===== config.mk =====
export PLATFORM = sky130hd
export DESIGN_NAME = tristate_ctl_encoder
export DESIGN_NICKNAME = d
export VERILOG_FILES = /design/src/rtl/tsc_pkg.sv /design/src/rtl/tsc_frame_timer.sv /design/src/rtl/tsc_addr_map.sv /design/src/rtl/tsc_serializer.sv /design/src/rtl/tristate_ctl_encoder.sv
export SDC_FILE = /design/constraint.sdc
export NUM_CORES = 1
export LEC_CHECK = 0
export ABC_AREA = 0
export BUFFER_PORTS_ARGS = -buffer_cell sky130_fd_sc_hd__buf_4
export CORE_UTILIZATION = 40
export CTS_CLUSTER_DIAMETER = 60
export DETAILED_ROUTE_END_ITERATION = 12
export PLACE_DENSITY = 0.63
export SETUP_SLACK_MARGIN = 0.02
export SYNTH_ARGS = -nofsm -noshare
export SYNTH_HDL_FRONTEND = slang
export SYNTH_HIERARCHICAL = 1
export SYNTH_SLANG_ARGS = --single-unit

===== constraint.sdc =====
create_clock -name clk_i -period 1.9 [get_ports clk_i]
set_clock_uncertainty 0.1 [all_clocks]
set_input_delay 0.38 -clock clk_i [delete_from_list [all_inputs] [get_ports clk_i]]
set_output_delay 0.38 -clock clk_i [all_outputs]
set_load 0.05 [all_outputs]

===== src/rtl/tsc_pkg.sv =====
package tsc_pkg;

    // Lookahead between the period counter and the serial lines:
    // one cycle for the synchronous lookup, one for the line register.
    localparam int unsigned PIPE_DEPTH = 2;

    typedef enum logic {
        SYNC_IDLE   = 1'b0,
        SYNC_LOCKED = 1'b1
    } sync_e;

endpackage


===== src/rtl/tsc_frame_timer.sv =====
module tsc_frame_timer
    import tsc_pkg::*;
#(
    parameter int unsigned PERIODS = 2048,
    localparam int unsigned CW     = $clog2(PERIODS)
) (
    input  logic          clk_i,
    input  logic          rst_ni,
    input  logic          frame_i,
    output logic [CW-1:0] cnt_o,
    output logic          locked_o,
    output logic          resync_o,
    output logic          misalign_o
);

    localparam logic [CW-1:0] START_CNT = CW'(PIPE_DEPTH);
    localparam logic [CW-1:0] EXP_CNT   = CW'(PIPE_DEPTH - 1);
    localparam logic [CW-1:0] LAST_CNT  = CW'(PERIODS - 1);

    typedef struct packed {
        logic [CW-1:0] cnt;
        sync_e         st;
        logic          mis;
    } timer_s;

    timer_s s_d, s_q;
    logic   on_time;

    always_comb begin
        s_d     = s_q;
        on_time = (s_q.st == SYNC_LOCKED) && (s_q.cnt == EXP_CNT);

        if (frame_i) begin
            s_d.cnt = START_CNT;
            s_d.st  = SYNC_LOCKED;
        end else if (s_q.cnt == LAST_CNT) begin
            s_d.cnt = '0;
        end else begin
            s_d.cnt = s_q.cnt + 1'b1;
        end

        if (frame_i && (s_q.st == SYNC_LOCKED) && !on_time) begin
            s_d.mis = 1'b1;
        end
    end

    always_ff @(posedge clk_i or negedge rst_ni) begin
        if (!rst_ni) begin
            s_q <= '{cnt: '0, st: SYNC_IDLE, mis: 1'b0};
        end else begin
            s_q <= s_d;
        end
    end

    assign cnt_o      = s_q.cnt;
    assign locked_o   = (s_q.st == SYNC_LOCKED);
    assign resync_o   = frame_i && !on_time;
    assign misalign_o = s_q.mis;


    fp_restart_chk: assert property (@(posedge clk_i) disable iff (!rst_ni)
        frame_i |=> (s_q.cnt == START_CNT) && (s_q.st == SYNC_LOCKED));


    free_run_chk: assert property (@(posedge clk_i) disable iff (!rst_ni)
        !frame_i |=> (($past(s_q.cnt) == LAST_CNT) ? (s_q.cnt == '0)
                                                    : (s_q.cnt == $past(s_q.cnt) + 1'b1)));


    mis_sticky_chk: assert property (@(posedge clk_i) disable iff (!rst_ni)
        s_q.mis |=> s_q.mis);


    first_fp_clean_chk: assert property (@(posedge clk_i) disable iff (!rst_ni)
        (frame_i && (s_q.st == SYNC_IDLE) && !s_q.mis) |=> !s_q.mis);

endmodule


===== src/rtl/tsc_addr_map.sv =====
module tsc_addr_map #(
    parameter int unsigned CHANNELS = 512,
    parameter int unsigned GROUPS   = 4,
    parameter int unsigned LEAD     = 5,
    localparam int unsigned PERIODS = CHANNELS * GROUPS,
    localparam int unsigned CW      = $clog2(PERIODS),
    localparam int unsigned SW      = $clog2(GROUPS),
    localparam int unsigned NW      = $clog2(CHANNELS)
) (
    input  logic [CW-1:0] cnt_i,
    output logic [SW-1:0] grp_o,
    output logic [NW-1:0] chan_o
);

    localparam int unsigned TW = CW + 1;

    logic [TW-1:0] slot_pos;

    // Counter index i is period i+1; the sequence runs LEAD periods early.
    always_comb begin
        slot_pos = {1'b0, cnt_i} + TW'(LEAD + 1);
        if (slot_pos >= TW'(PERIODS)) begin
            slot_pos = slot_pos - TW'(PERIODS);
        end
        grp_o  = SW'(slot_pos % TW'(GROUPS));
        chan_o = NW'(slot_pos / TW'(GROUPS));
    end

endmodule


===== src/rtl/tsc_serializer.sv =====
module tsc_serializer #(
    parameter int unsigned LINES = 4
) (
    input  logic             clk_i,
    input  logic             rst_ni,
    input  logic             locked_i,
    input  logic             resync_i,
    input  logic [LINES-1:0] en_bits_i,
    output logic [LINES-1:0] ctl_o
);

    typedef struct packed {
        logic             dv;
        logic [LINES-1:0] line;
    } ser_s;

    ser_s             s_d, s_q;
    logic             pass;
    logic [LINES-1:0] gated;

    assign pass = s_q.dv && !resync_i;

    for (genvar k = 0; k < LINES; k++) begin : g_gate
        assign gated[k] = en_bits_i[k] & pass;
    end

    always_comb begin
        s_d      = s_q;
        s_d.dv   = locked_i && !resync_i;
        s_d.line = gated;
    end

    always_ff @(posedge clk_i or negedge rst_ni) begin
        if (!rst_ni) begin
            s_q <= '0;
        end else begin
            s_q <= s_d;
        end
    end

    assign ctl_o = s_q.line;


    idle_low_chk: assert property (@(posedge clk_i) disable iff (!rst_ni)
        !locked_i |=> (ctl_o == '0));


    resync_blank_chk: assert property (@(posedge clk_i) disable iff (!rst_ni)
        resync_i |=> (ctl_o == '0) ##1 (ctl_o == '0));

endmodule


===== src/rtl/tristate_ctl_encoder.sv =====
module tristate_ctl_encoder
    import tsc_pkg::*;
#(
    parameter int unsigned CHANNELS = 512,
    parameter int unsigned GROUPS   = 4,
    parameter int unsigned LINES    = 4,
    parameter int unsigned LEAD     = 5,
    localparam int unsigned PERIODS = CHANNELS * GROUPS,
    localparam int unsigned CW      = $clog2(PERIODS),
    localparam int unsigned SW      = $clog2(GROUPS),
    localparam int unsigned NW      = $clog2(CHANNELS)
) (
    input  logic             clk_i,
    input  logic             rst_ni,
    input  logic             frame_i,
    output logic             rd_en_o,
    output logic [SW-1:0]    rd_grp_o,
    output logic [NW-1:0]    rd_chan_o,
    input  logic [LINES-1:0] en_bits_i,
    output logic [LINES-1:0] ctl_o,
    output logic             misalign_o
);

    logic [CW-1:0] cnt;
    logic          locked;
    logic          resync;

    tsc_frame_timer #(
        .PERIODS (PERIODS)
    ) u_timer (
        .clk_i      (clk_i),
        .rst_ni     (rst_ni),
        .frame_i    (frame_i),
        .cnt_o      (cnt),
        .locked_o   (locked),
        .resync_o   (resync),
        .misalign_o (misalign_o)
    );

    tsc_addr_map #(
        .CHANNELS (CHANNELS),
        .GROUPS   (GROUPS),
        .LEAD     (LEAD)
    ) u_map (
        .cnt_i  (cnt),
        .grp_o  (rd_grp_o),
        .chan_o (rd_chan_o)
    );

    tsc_serializer #(
        .LINES (LINES)
    ) u_ser (
        .clk_i     (clk_i),
        .rst_ni    (rst_ni),
        .locked_i  (locked),
        .resync_i  (resync),
        .en_bits_i (en_bits_i),
        .ctl_o     (ctl_o)
    );

    assign rd_en_o = locked;


    grp_step_chk: assert property (@(posedge clk_i) disable iff (!rst_ni)
        !frame_i |=> (rd_grp_o == SW'($past(rd_grp_o) + SW'(1))));


    rd_en_hold_chk: assert property (@(posedge clk_i) disable iff (!rst_ni)
        (rd_en_o || frame_i) |=> rd_en_o);

endmodule


==> flow_summary.ini <==
[outcome]
status = complete, but fails checks
violations = design-rule violations, negative setup slack

[cells_and_area]
final_common_cell = buf_4
syn_to_final_growth_pct = 55.8
fill_cells = 203
antennaDiodeCount = 0
regArea_um2 = 458
drive_gt1_share_pct = 52.1
multi_input_comb_area_um2 = 697
postLayoutCellArea_um2 = 1620
fin_nets = 157
utilization_pct = 65.5
layout_common_cells = buf_4, dfrtp_1, buf_6

[synthesis]
ys_ff_latch = 18
async_reset_ff_share_pct = 100
synth-edff-count = 0
avgSynthCellArea_um2 = 9.91
syn-num-nets = 115
ys.flop_type = dfrtp_1
ys_seq_area_share_pct = 43.3
syn_area_um2 = 1040
synthDistinctLibCells = 36
yosys_warnings = 6
netlist_instances = 105

[global_route]
first_global_vias = 863
antenna_found_initial = 0
grt_pass1_wl_um = 3930
grt_overflow = 0
grt_usage_pct = 20.1
grt_start_max_net_pins = 19

[cts]
clkLatencyLatePin_ns = 0.29
cts-htree-levels = 1
cts_buffers = 3
tritoncts = built
cts_max_path_buffers = 2
cts_root_buf = clkbuf_4
clock_sinks = 18
path_clk_slew_ns = 0.10

[routing]
drc = 1
vias = 923
vias_per_cell = 5.24
ant_nets = 0
initialDrtViolationCount = 14
first_pass_iters = 8
post_drt_wl_per_cell_um = 14.3
drt-total-wl_um = 2520

[sta]
tns_ns = -0.933
slew_headroom_pct = 70.8
period_share_pct = 111
slew_violations = 0
fin_ws_ns = -0.200
tightest_slew_ns = 0.437
rsz0062_at_grt = true
fin_crit_ns = 2.10
fmax_mhz = 476
setup_viol = 8
hold_viol_final = 0
hold_slack_ns = 0.216

[critical_path]
r2r_start = u_timer/cnt_o[2]
cp_data_required_time_ns = 1.42
critPathKind = flop to output port
crit_path_start_kind = flop
reg2reg_depth = 6
cp-end-kind = output port
ff2ff_setup_slack_ns = 0.08
crit_arrival_ns = 1.62
r2r-end = u_timer/cnt_o[9]
crit_path_max_fanout = 2

[worst_hold_path]
holdCritStartpoint = frame_i
hold_class = primary input to flop
min_path_cells = 2
min_to = u_timer/cnt_o[6]

[placed_design]
place_hpwl_um = 1740
port_buffers = 23
finalWeightedCongestion = 0.789
pre_cts_ws_ns = -0.00782
place_area_um2 = 1400

[floorplanning]
initial_utilization_pct = 42.0
rows = 18
io_pins = 24
die_h_um = 53.0
core_area_um2 = 2480
die_x_um = 53.0
die_area_um2 = 2810

[power_and_ir_drop]
powerDensity_nw_per_um2 = 580
peakVddDrop_uv = 391
power_leakage_uw = 0.000768

[job]
cap_viol_max_count = 0
[kinds of logic (layout without fill, tap and decap cells)]
group	Yosys count	after routing	synth area share, %
simple gates	43	43	25.4
flops	18	18	43.3
buf+inv	15	56	7.21
compound gates	14	14	10.2
xor+xnor	11	11	9.25
fa+ha+maj	3	3	3.61
mux	1	1	1.08
[cells in the mapped netlist (all sizes together), types with 2 or more instances]
cell type / count / area, um2
nor2: 8 / 30.0
o21ai: 4 / 20.0
ha: 3 / 37.5
nand2: 7 / 28.8
nor2b: 2 / 12.5
nand3: 5 / 30.0
xor2: 5 / 43.8
nor3: 2 / 15.0
nor4: 2 / 18.8
dfrtp: 18 / 450
buf: 5 / 37.5
inv: 9 / 33.8
or3: 3 / 18.8
or4: 2 / 15.0
a21oi: 4 / 20.0
xnor2: 6 / 52.6
nand4: 4 / 31.3
and3b: 4 / 35.0
[per-stage QoR]
stage,total power (uW),cells
final,940,176
after global routing,994,176
after CTS,902,172
after detailed placement,653,164
after global placement,649,164
after floorplan,572,105
[worst max-delay path, stage by stage (launching register included)]
cell	delay, ns
dfrtp_1	0.40
inv_2	0.06
ha_4	0.17
nor2b_4	0.12
nand4_1	0.21
xnor2_4	0.19
buf_6	0.17
[routing by layer]
| layer | routed length, um | vias to the layer above | global-route usage, % |
|---|---|---|---|
| met4 | 19 | 0 | 7.89 |
| li1 | - | 443 | - |
| met2 | 1330 | 21 | 34.0 |
| met1 | 1090 | 457 | 25.7 |
| met5 | 0 | - | 0 |
| met3 | 86 | 2 | 2.59 |
[layout make-up]
type | count | share of cell area [%]
clock buffer | 4 | 2.24
inverter | 9 | 2.08
multi-input combinational | 72 | 43.0
sequential | 18 | 28.2
tap | 30 | 2.31
timing repair buffer | 43 | 22.1
[sequential cells by signal, indices dropped and copies added, names as in the netlist]
register	flops
u_timer/locked_o	1
u_ser/ctl_o	4
u_timer/cnt_o	11
u_timer/misalign_o	1
u_ser/s_q	1
[worst max-delay path by stage]
stage | startpoint | to | slack, ns | depth (start not counted)
floorplan | u_timer/cnt_o[1] | rd_chan_o[7] | -0.32 | 5
global placement | u_timer/cnt_o[1] | rd_chan_o[8] | 0.07 | 6
detailed placement | u_timer/cnt_o[2] | rd_chan_o[7] | -0.008 | 6
CTS | u_timer/cnt_o[2] | rd_chan_o[7] | -0.21 | 6
global route | u_timer/cnt_o[1] | rd_chan_o[6] | -0.29 | 6
finish | u_timer/cnt_o[2] | rd_chan_o[7] | -0.20 | 6
[repair_timing]
item | in CTS | in global routing
gates resized for setup | 12 | 16
setup endpoints to repair | 8 | 16
hold buffers | 1 | 0
pin swaps | 3 | 6
buffers inserted | 3 | 4
endpoints found under the hold margin | 18 | 0
[power breakdown]
part / total [uW] / internal (uW) / switching, uW
Combinational: 295 / 126 / 169
Clock: 233 / 117 / 117
Sequential: 412 / 399 / 12.9
No activity file was read; power rests on OpenSTA's default activity.
